$ cat src/rtl/pfs_pkg.sv
package pfs_pkg;

  typedef enum logic [2:0] {
    ST_SEALED    = 3'd0,
    ST_POWERED   = 3'd1,
    ST_PROTECTED = 3'd2,
    ST_ON_BATT   = 3'd3,
    ST_RECOVER   = 3'd4
  } pfs_state_e;

  localparam int FLAG_OP   = 0;
  localparam int FLAG_WP   = 1;
  localparam int FLAG_SW   = 2;
  localparam int NUM_FLAGS = 3;

  localparam int LEVEL_W = 13;

  function automatic logic [LEVEL_W-1:0] wp_level_mv(input bit tight);
    return tight ? LEVEL_W'(4620) : LEVEL_W'(4370);
  endfunction

endpackage

$ cat src/rtl/pfs_flag_filter.sv
module pfs_flag_filter #(
  parameter int DEB_LEN = 3
) (
  input  logic clk,
  input  logic rst_n,
  input  logic raw_i,
  output logic filt_o
);
  localparam int CW = (DEB_LEN > 1) ? $clog2(DEB_LEN) : 1;

  logic          sync1, sync2, filt;
  logic [CW-1:0] cnt;

  always_ff @(posedge clk or negedge rst_n) begin
    if (!rst_n) begin
      sync1 <= 1'b0;
      sync2 <= 1'b0;
      filt  <= 1'b0;
      cnt   <= '0;
    end else begin
      sync1 <= raw_i;
      sync2 <= sync1;
      if (sync2 == filt) begin
        cnt <= '0;
      end else if (cnt == CW'(DEB_LEN - 1)) begin
        filt <= sync2;
        cnt  <= '0;
      end else begin
        cnt <= cnt + 1'b1;
      end
    end
  end

  assign filt_o = filt;

  // the filtered level cannot move while the synchronised input agrees with it
  p_hold_when_agree_r9: assert property (@(posedge clk) disable iff (!rst_n)
    (sync2 == filt) |=> $stable(filt_o));

endmodule

$ cat src/rtl/pfs_recovery_timer.sv
module pfs_recovery_timer #(
  parameter int REC_CYCLES = 12_500_000
) (
  input  logic clk,
  input  logic rst_n,
  input  logic clear_i,
  input  logic run_i,
  output logic done_o
);
  localparam int CW = (REC_CYCLES > 1) ? $clog2(REC_CYCLES) : 1;
  localparam logic [CW-1:0] LAST = CW'(REC_CYCLES - 1);

  logic [CW-1:0] cnt;

  assign done_o = run_i && (cnt == LAST);

  always_ff @(posedge clk or negedge rst_n) begin
    if (!rst_n) begin
      cnt <= '0;
    end else if (clear_i) begin
      cnt <= '0;
    end else if (run_i) begin
      if (done_o) cnt <= '0;
      else        cnt <= cnt + 1'b1;
    end
  end

  // the recovery count never passes its final value
  p_no_overflow_r6: assert property (@(posedge clk) disable iff (!rst_n)
    cnt <= LAST);

endmodule

$ cat src/rtl/pfs_power_fsm.sv
module pfs_power_fsm
  import pfs_pkg::*;
(
  input  logic       clk,
  input  logic       rst_n,
  input  logic       op_f_i,
  input  logic       wp_f_i,
  input  logic       sw_f_i,
  input  logic       host_ce_i,
  input  logic       rec_done_i,
  output logic       rec_clear_o,
  output logic       rec_run_o,
  output logic       seal_intact_o,
  output pfs_state_e state_o
);
  pfs_state_e state, nxt;
  logic       seal;

  always_comb begin
    nxt = state;
    unique case (state)
      ST_SEALED:    if (wp_f_i) nxt = ST_PROTECTED;
      ST_POWERED:   if (!wp_f_i) nxt = ST_PROTECTED;
      ST_PROTECTED: begin
        if (!sw_f_i)              nxt = ST_ON_BATT;
        else if (op_f_i && wp_f_i) nxt = ST_RECOVER;
      end
      ST_ON_BATT:   if (sw_f_i) nxt = ST_PROTECTED;
      ST_RECOVER: begin
        if (!op_f_i || !wp_f_i) nxt = ST_PROTECTED;
        else if (rec_done_i)    nxt = ST_POWERED;
      end
      default:      nxt = ST_SEALED;
    endcase
  end

  always_ff @(posedge clk or negedge rst_n) begin
    if (!rst_n) begin
      state <= ST_SEALED;
      seal  <= 1'b1;
    end else begin
      state <= nxt;
      if (seal && wp_f_i) seal <= 1'b0;
    end
  end

  assign rec_run_o     = (state == ST_RECOVER) && op_f_i && !host_ce_i;
  assign rec_clear_o   = (state != ST_RECOVER) || host_ce_i;
  assign seal_intact_o = seal;
  assign state_o       = state;

  // battery cannot be selected while the seal holds
  p_batt_after_seal_r5: assert property (@(posedge clk) disable iff (!rst_n)
    seal |-> (state != ST_ON_BATT));

  // a broken seal stays broken
  p_seal_one_way_r5: assert property (@(posedge clk) disable iff (!rst_n)
    !seal |=> !seal);

  // normal access is entered only out of recovery
  p_power_via_recovery_r6: assert property (@(posedge clk) disable iff (!rst_n)
    (state == ST_POWERED && $past(state) != ST_POWERED) |-> $past(state) == ST_RECOVER);

  // losing the protect flag while powered locks the memory next cycle
  p_drop_protects_r2: assert property (@(posedge clk) disable iff (!rst_n)
    (state == ST_POWERED && !wp_f_i) |=> (state == ST_PROTECTED));

endmodule

$ cat src/rtl/pfs_sequencer.sv
module pfs_sequencer
  import pfs_pkg::*;
#(
  parameter int DEB_LEN    = 3,
  parameter int REC_CYCLES = 12_500_000,
  parameter bit TIGHT_TOL  = 1'b1
) (
  input  logic                clk,
  input  logic                rst_n,
  input  logic                sup_above_op_i,
  input  logic                sup_above_wp_i,
  input  logic                sup_above_sw_i,
  input  logic                host_ce_i,
  input  logic                host_we_i,
  output logic                mem_ce_o,
  output logic                mem_we_o,
  output logic                wr_protect_o,
  output logic                out_disable_o,
  output logic                batt_sel_o,
  output logic                seal_intact_o,
  output logic [2:0]          pwr_state_o,
  output logic [LEVEL_W-1:0]  wp_level_mv_o
);
  logic [NUM_FLAGS-1:0] raw, filt;
  logic                 rec_clear, rec_run, rec_done;
  pfs_state_e           state;
  logic                 access_ok;

  assign raw[FLAG_OP] = sup_above_op_i;
  assign raw[FLAG_WP] = sup_above_wp_i;
  assign raw[FLAG_SW] = sup_above_sw_i;

  for (genvar g = 0; g < NUM_FLAGS; g++) begin : g_flag
    pfs_flag_filter #(.DEB_LEN(DEB_LEN)) u_filt (
      .clk    (clk),
      .rst_n  (rst_n),
      .raw_i  (raw[g]),
      .filt_o (filt[g])
    );
  end

  pfs_recovery_timer #(.REC_CYCLES(REC_CYCLES)) u_timer (
    .clk     (clk),
    .rst_n   (rst_n),
    .clear_i (rec_clear),
    .run_i   (rec_run),
    .done_o  (rec_done)
  );

  pfs_power_fsm u_fsm (
    .clk           (clk),
    .rst_n         (rst_n),
    .op_f_i        (filt[FLAG_OP]),
    .wp_f_i        (filt[FLAG_WP]),
    .sw_f_i        (filt[FLAG_SW]),
    .host_ce_i     (host_ce_i),
    .rec_done_i    (rec_done),
    .rec_clear_o   (rec_clear),
    .rec_run_o     (rec_run),
    .seal_intact_o (seal_intact_o),
    .state_o       (state)
  );

  assign access_ok     = (state == ST_POWERED);
  assign wr_protect_o  = !access_ok;
  assign out_disable_o = !access_ok;
  assign mem_ce_o      = host_ce_i && access_ok;
  assign mem_we_o      = host_we_i && access_ok;
  assign batt_sel_o    = (state == ST_ON_BATT);
  assign pwr_state_o   = state;
  assign wp_level_mv_o = wp_level_mv(TIGHT_TOL);

  // battery select only ever opens or closes through the protected state
  p_batt_leaves_to_protect_r4: assert property (@(posedge clk) disable iff (!rst_n)
    $fell(batt_sel_o) |-> (pwr_state_o == 3'd2));

endmodule

$ cat config.mk
export PLATFORM = sky130hd
export DESIGN_NAME = pfs_sequencer
export DESIGN_NICKNAME = d
export VERILOG_FILES = /design/src/rtl/pfs_pkg.sv /design/src/rtl/pfs_flag_filter.sv /design/src/rtl/pfs_recovery_timer.sv /design/src/rtl/pfs_power_fsm.sv /design/src/rtl/pfs_sequencer.sv
export SDC_FILE = /design/constraint.sdc
export NUM_CORES = 1
export LEC_CHECK = 0
export BUFFER_PORTS_ARGS = -buffer_cell sky130_fd_sc_hd__buf_2
export CAP_MARGIN = 20
export CORE_MARGIN = 5
export CORE_UTILIZATION = 60
export CTS_CLUSTER_SIZE = 25
export DETAILED_ROUTE_END_ITERATION = 8
export PLACE_DENSITY = 0.82
export SETUP_SLACK_MARGIN = 0.4
export SYNTH_ARGS = -nofsm -noshare
export SYNTH_HDL_FRONTEND = slang
export SYNTH_HIERARCHICAL = 1
export SYNTH_SLANG_ARGS = --single-unit
$ cat constraint.sdc
create_clock -name clk -period 5.7 [get_ports clk]
set_input_delay 0.285 -clock clk [delete_from_list [all_inputs] [get_ports clk]]
set_output_delay 0.285 -clock clk [all_outputs]
set_load 0.01 [all_outputs]
==> run summary, run 1 <==
DR pass1 iterations -> 4
Max Root-Sink Buffers -> 2
Hold_buf cts -> 0
Via Count -> 1652
Final Critical Period -> 3.39 ns
Detailed Place HPWL -> 2.97 mm
CP dominant cell by count -> nor2_1
VDD IR-drop max -> 0.000218 V
Fmax -> 295 MHz
Status -> complete, no violations
Reg2reg start -> u_fsm/state_o[1]$_DFFE_PN0P_
WHS Path Cells -> 1
Drc violations -> 0
Hold WC Path Type -> input port to flip-flop
Post-CTS Resized -> 0
Cell count after synthesis -> 231
Setup TNS -> 0 ns
Register bit count reported by yosys -> 43
Hold path startpoint -> sup_above_sw_i
Die Wd -> 72.2 um
PwrDens -> 338 nW/um^2
Post-synthesis xor/xnor area fraction -> 7.92%
Crit-path slowest cell -> nor2_1
GRT overflow -> 0
Hold Path Sink -> g_flag[2].u_filt/sync1$_DFF_PN0_
Number of global-route vias before repair -> 1552
# H-tree levels -> 2
Synth-to-Final Area Change -> 6.14%
Wire per inst -> 13.8 um
CORE AREA -> 3720 sq um
Final Wtd Congestion -> 0.927
Worst-Margin Slew -> 0.885 ns
CTS tree -> built
Post-Syn Area -> 2320 sq um
Die area -> 5220 sq um
Crit path launch type -> flip-flop
Post-synthesis compound-gate area fraction -> 6.09%
Starting density of the core -> 62.5%
Ports -> 29
# diodes -> 0
Critical path class -> flip-flop to flip-flop
Die Y-Extent -> 72.2 um
Clk_lat worst skew -> 0.29 ns
Routed wire length -> 4.06 mm
Worst-path cell chain -> nand2b_4 > or3_1 > nor2_1 > nand3_1 > nor2_1 > nand4_2 > inv_1 > nor4_4 > a221oi_2 > mux2_1
Vias/cell -> 5.62
Post-CTS Setup Inserts -> 0
Post-synthesis simple-gate area fraction -> 28.9%
Worst Setup SP -> u_fsm/state_o[1]$_DFFE_PN0P_
Async SR Flop Fraction -> 100%
Initial DRC Count -> 185
Warnings from Yosys -> 6
Largest net degree at the start of global routing -> 44
Final core utilization -> 66.4%
RSZ-0062 raised after global routing -> false
Flop-to-flop setup slack -> 2.31 ns
Share of layout cells above drive strength 1 -> 17.5%
Buffers added on ports -> 15
Final setup violation count -> 0
Adder-cell share of the synthesized area -> 0.539%
Slew margin rel. -> 41.0%
CP required -> 5.87 ns
Skew final -> 0.00764 ns
Final hold violation count -> 0
Seq/Total Area, Yosys -> 46.4%
Pins Over Slew Limit -> 0
Worst Path Max Fanout -> 13
Mux share of post-synthesis cell area -> 2.91%
ANT nets after route -> 0
R2R depth -> 10
Number of flops mapped to enable cells by yosys -> 0
Leakage -> 0.00104 uW
All-layer global routing usage -> 17.0%
Layout Nets -> 253
Largest family of logic cells by synthesized area -> simple AND/OR/NAND/NOR gates
Worst setup EP type -> flip-flop
First-pass GRT wire length -> 7.06 mm
Period Utilization, post-route -> 59.5%
Max-cap violations -> 0
Clk sinks -> 43
Antenna violations before repair -> 0
RR Endpoint -> u_fsm/state_o[1]$_DFFE_PN0P_
Primary FF master, synth -> dfrtp_1
Root Buffer -> clkbuf_8
Row cnt -> 22
Avg Inst Size Synth -> 10.1 sq um
Synth cell types -> 48
Clock buffer count from CTS -> 5
Fillers -> 291
CP peak stage delay -> 0.67 ns
Arr. time, crit path -> 3.56 ns
CTS clock-pin slew for the worst setup and hold paths -> 0.08 ns
## through the flow
step	cells	setup WS (ns)	hold slack, ns	area [sq um]	power (uW)
after global routing	294	2.04	0.0833	2470	886
final	294	2.31	0.0977	2470	835
after floorplan	242	3.20	-0.0106	2360	591
after global placement	286	2.52	0.331	2370	633
after CTS	294	2.38	0.0888	2470	843
after detailed placement	286	2.39	0.337	2370	643
## kinds of logic (layout without fill, tap and decap cells)
group	after synthesis	in the layout
AOI/OAI and AO/OA	21	21
xor gates and xnor gates	21	21
adders and majority gates	1	1
buffers and inverters	27	31
DFF	43	43
muxes	5	5
other	2	13
and+or+nand+nor	111	111
## cell usage after synthesis, drive strengths merged (7+ instances only)
| master | n | area [sq um] |
|---|---|---|
| dfrtp | 42 | 1050 |
| buf | 16 | 121 |
| nand3 | 12 | 70.1 |
| a21oi | 10 | 50.1 |
| xnor2 | 10 | 87.6 |
| nor2 | 31 | 116 |
| nand4 | 10 | 68.8 |
| nor2b | 7 | 66.3 |
| inv | 8 | 30.0 |
| nor3 | 9 | 50.1 |
| xor2 | 11 | 96.3 |
| nand2 | 14 | 52.6 |
## how the worst max path moves through the flow
stage	end	slack, ns	cells past startpoint
3_5_place_dp	u_fsm/state_o[1]$_DFFE_PN0P_	2.39	10
6_report	u_fsm/state_o[1]$_DFFE_PN0P_	2.31	10
5_1_grt	u_fsm/state_o[1]$_DFFE_PN0P_	2.04	10
2_1_floorplan	u_fsm/state_o[1]$_DFFE_PN0P_	3.20	10
3_3_place_gp	u_fsm/state_o[1]$_DFFE_PN0P_	2.52	10
4_1_cts	u_fsm/state_o[1]$_DFFE_PN0P_	2.38	10
## state kept, by name, indices dropped and copies added, names as in the netlist
signal and flops:
g_flag.u_filt/cnt 6, g_flag.u_filt/sync1 3, u_fsm/seal_intact_o 1, u_fsm/state_o 3
g_flag.u_filt/sync2 3, g_flag.u_filt/filt_o 3, u_timer/cnt 24
## layout make-up
class / count / area [sq um] / share of cell area (%)
inverter: 8 / 30.0 / 1.22
multi-input combinational: 172 / 1120 / 45.6
clock inverter: 2 / 16.3 / 0.660
clock buffer: 6 / 82.6 / 3.35
sequential: 43 / 1080 / 43.7
tap: 48 / 60.1 / 2.44
timing repair buffer: 15 / 75.1 / 3.04
## per-layer routing
| metal | GRT usage [%] | wire [um] | vias up | part of all wire, % |
|---|---|---|---|---|
| li1 | - | - | 799 | - |
| met1 | 24.6 | 1860 | 776 | 46 |
| met2 | 25.2 | 1820 | 66 | 45 |
| met3 | 4.29 | 317 | 11 | 7.8 |
| met4 | 5.43 | 63 | 0 | 1.6 |
| met5 | 0 | 0 | - | 0 |
## power breakdown
group | switching (uW) | internal, uW
logic | 106 | 122
registers | 63.8 | 346
clock network | 97.3 | 98.7
## layout by cell type (no fill, tap or decap), drive strengths merged, types with 2 or more instances in the layout
cell type,n
buf,15
nand2,14
or4,2
a31oi,4
nor4,4
and3,2
inv,8
mux2,5
conb,13
and4bb,2
nand4,10
nand2b,3
nand3,12
or3,5
nor3,9
clkbuf,6
xnor2,10
nor2b,7
nor3b,4
dfrtp,42
xor2,11
a21oi,10
nor2,31
## critical path: cells and delay by family, from the launching register on
family	cells	cell delay [ns]
AO/OA/AOI/OAI	1	0.20
multiplexers	1	0.35
buffers and inverters	1	0.22
AND/OR/NAND/NOR	7	2.01
flip-flops	1	0.50
Note: power is estimated with default switching activity, not from simulation.
==> inputs of run 2 (changes only) <==
Settings changed: CORE_UTILIZATION 60 to 52, PLACE_DENSITY 0.82 to 0.76.
Clock period 5.7 ns to 3.1 ns, I/O delays scaled along.
==> run 2 against run 1 <==
Flip-flop and latch count is the same. Cell area rose by 5.3%. Non-clock buffer count is 8 higher. First-iteration DRC count shrank 36%. Clock power up 130%. Worst setup slack got worse by 1.8 ns. Combinational power rose by 86%. Via count grew 2.1%. Wire length up 4.9%.
==> run summary, run 2 (synthesized netlist as in run 1, its figures left out) <==
Number of global-route vias before repair -> 1604 (+3.4%)
Commonest non-fill, non-tap cells in the layout -> 41 x dfrtp_1, 30 x nor2_1, 15 x buf_2, 14 x nand2_1, 13 x conb_1
Register Area -> 1080 sq um (+0.12%)
Max-cap violations -> 0 (unchanged)
CTS tree -> built
Setup TNS -> 0 ns (unchanged)
Commonest non-fill, non-tap cell in the layout -> dfrtp_1
Worst setup EP type -> flip-flop
First-pass GRT wire length -> 7.35 mm (+4.1%)
Clock buffer count from CTS -> 5 (unchanged)
Post-route cell area -> 2600 sq um (+5.3%)
Biggest register -> u_timer/cnt
Synth-to-Final Area Change -> 11.7%
Ports -> 29 (unchanged)
Final Wtd Congestion -> 0.863 (-7.0%)
ANT nets after route -> 0 (unchanged)
Final setup violation count -> 0 (unchanged)
Detailed Place HPWL -> 3.02 mm (+1.8%)
CP peak stage delay -> 0.48 ns (-0.19 ns)
CORE AREA -> 4350 sq um (+17%)
Multi-input logic area -> 1140 sq um (+1.0%)
Pins Over Slew Limit -> 0 (unchanged)
Die Wd -> 76.8 um (+6.4%)
Share of layout cells above drive strength 1 -> 19.7% (+2.2 points)
# diodes -> 0 (unchanged)
# H-tree levels -> 2 (unchanged)
CP dominant cell by count -> nor2_1
Clk_lat worst skew -> 0.30 ns (about the same)
Buffers added on ports -> 15 (unchanged)
Crit path launch type -> flip-flop
Fmax -> 392 MHz (+33%)
Combinational Power Share -> 25.9% (-1.5 points)
Critical path buffers and inverters -> 1 (unchanged)
Period Utilization, post-route -> 82.3% (+23 points)
Status -> complete, no violations
DR pass1 iterations -> 4 (unchanged)
Via Count -> 1687 (+2.1%)
Critical path class -> flip-flop to flip-flop
Sw Share -> 30.8% (-1.3 points)
Clock share of power -> 27.9% (+4.4 points)
Antenna violations before repair -> 0 (unchanged)
Routed wire length -> 4.26 mm (+4.9%)
Delay-heaviest family, CP -> simple AND/OR/NAND/NOR gates
Initial DRC Count -> 118 (-36%)
Drc violations -> 0 (unchanged)
Fillers -> 358 (+23%)
Max Root-Sink Buffers -> 2 (unchanged)
Layout Nets -> 261 (+3.2%)
Crit-path slowest cell -> dfrtp_2
Row cnt -> 24 (+9.1%)
Arr. time, crit path -> 2.72 ns (-0.84 ns)
Top flop regs -> u_timer/cnt (24), g_flag.u_filt/cnt (6)
Wire per inst -> 13.9 um (+0.79%)
PwrDens -> 632 nW/um^2 (+87%)
RSZ-0062 raised after global routing -> false
Final Critical Period -> 2.55 ns (-0.837 ns)
CTS clock-pin slew for the worst setup and hold paths -> 0.08 ns (about the same)
VDD IR-drop max -> 0.000337 V (+54%)
Leakage -> 0.00110 uW (+6.0%)
Worst-Margin Slew -> 0.647 ns (-0.238 ns)
Clk sinks -> 43 (unchanged)
Skew final -> 0.00688 ns (-0.000760 ns)
Starting density of the core -> 53.4% (-9.2 points)
GRT overflow -> 0 (unchanged)
Switching pwr -> 505 uW (+89%)
Die Y-Extent -> 76.8 um (+6.4%)
Hold WC Path Type -> input port to asynchronous set/reset pin
Max reg flops -> 24 (unchanged)
Die area -> 5910 sq um (+13%)
Final non-filler cell total -> 306 (+4.1%)
CP required -> 3.27 ns (-2.60 ns)
Sequential power share -> 46.2% (-3.0 points)
Final hold violation count -> 0 (unchanged)
Worst-path cell chain -> nand2b_4 > or3_1 > nor2_1 > buf_4 > nor2_1 > or3_1 > nor3b_1 > xnor2_1 > nor2_1
Fin Hold WS -> 0.337 ns (+0.239 ns)
Placed Instances -> 292 (+2.1%)
Worst Path Max Fanout -> 13 (unchanged)
P_int -> 1140 uW (+100%)
All-layer global routing usage -> 15.2% (-1.8 points)
DP Area -> 2390 sq um (+0.85%)
Vias/cell -> 5.51 (-1.9%)
Largest net degree at the start of global routing -> 44 (unchanged)
Root Buffer -> clkbuf_8
Slew margin rel. -> 56.5% (+15 points)
[run 2: cell count changes in the layout (fill, tap and decap cells not counted), sizes merged]
cell         change
clkinvlp         -1
dlygate4sd3      +4
bufinv           +1
buf              +4
inv              +1
clkinv           -1
[run 2: stage by stage]
| step | setup WS (ns) | power (uW) | utilization (%) |
|---|---|---|---|
| detailed placement | 0.447 | 1190 | 54.8 |
| floorplan | 0.597 | 1090 | - |
| CTS | 0.425 | 1650 | 58.3 |
| global placement | 0.586 | 1170 | 54.8 |
| finish | 0.547 | 1640 | 59.6 |
| global route | 0.396 | 1750 | 59.6 |
[run 2: path summary, 6_finish.rpt]
kind / from / endpoint / slack, ns / cells past startpoint
worst max-delay path: u_fsm/state_o[1]$_DFFE_PN0P_ / u_timer/cnt[16]$_DFFE_PN0P_ / 0.55 / 9
worst min-delay path: rst_n / u_timer/cnt[3]$_DFFE_PN0P_ / 0.34 / 2
worst max register to register: u_fsm/state_o[1]$_DFFE_PN0P_ / u_timer/cnt[16]$_DFFE_PN0P_ / 0.55 / 9
worst min register to register: g_flag[0].u_filt/sync1$_DFF_PN0_ / g_flag[0].u_filt/sync2$_DFF_PN0_ / 0.35 / 0
max in group asynchronous: rst_n / u_fsm/seal_intact_o$_DFFE_PN1P_ / 2.22 / 3
min in group clk: host_ce_i / u_timer/cnt[1]$_DFFE_PN0P_ / 0.35 / 4
[run 2: power groups by stage]
stage | registers, uW | logic (uW) | clock network (uW)
floorplan | 750 | 337 | 0
global placement | 759 | 408 | 0
detailed placement | 767 | 419 | 0
CTS | 756 | 422 | 473
global route | 778 | 469 | 500
finish | 757 | 425 | 458
[run 2: routing by layer]
metal / part of all wire [%] / vias to the layer above / GRT usage (%)
met4: 1.4 / 0 / 6.82
met3: 6.7 / 7 / 4.68
met1: 47 / 805 / 20.0
met5: 0 / - / 0
li1: - / 820 / -
met2: 45 / 55 / 23.0
[run 2: layout make-up]
type | count | area share [%]
Clock inverter | 2 | 1.49
Timing Repair Buffer | 23 | 6.36
Clock buffer | 6 | 3.18
Inverter | 8 | 1.16
Multi-Input combinational cell | 172 | 43.8
Sequential cell | 43 | 41.5
Tap cell | 52 | 2.51
[run 2: what timing repair did]
action | 4_1_cts | 5_1_grt
setup buffers | 0 | 1
setup endpoints to repair | 0 | 7
resized for setup | 0 | 4
hold buffers | 3 | 1
endpoints found under the hold margin | 3 | 18
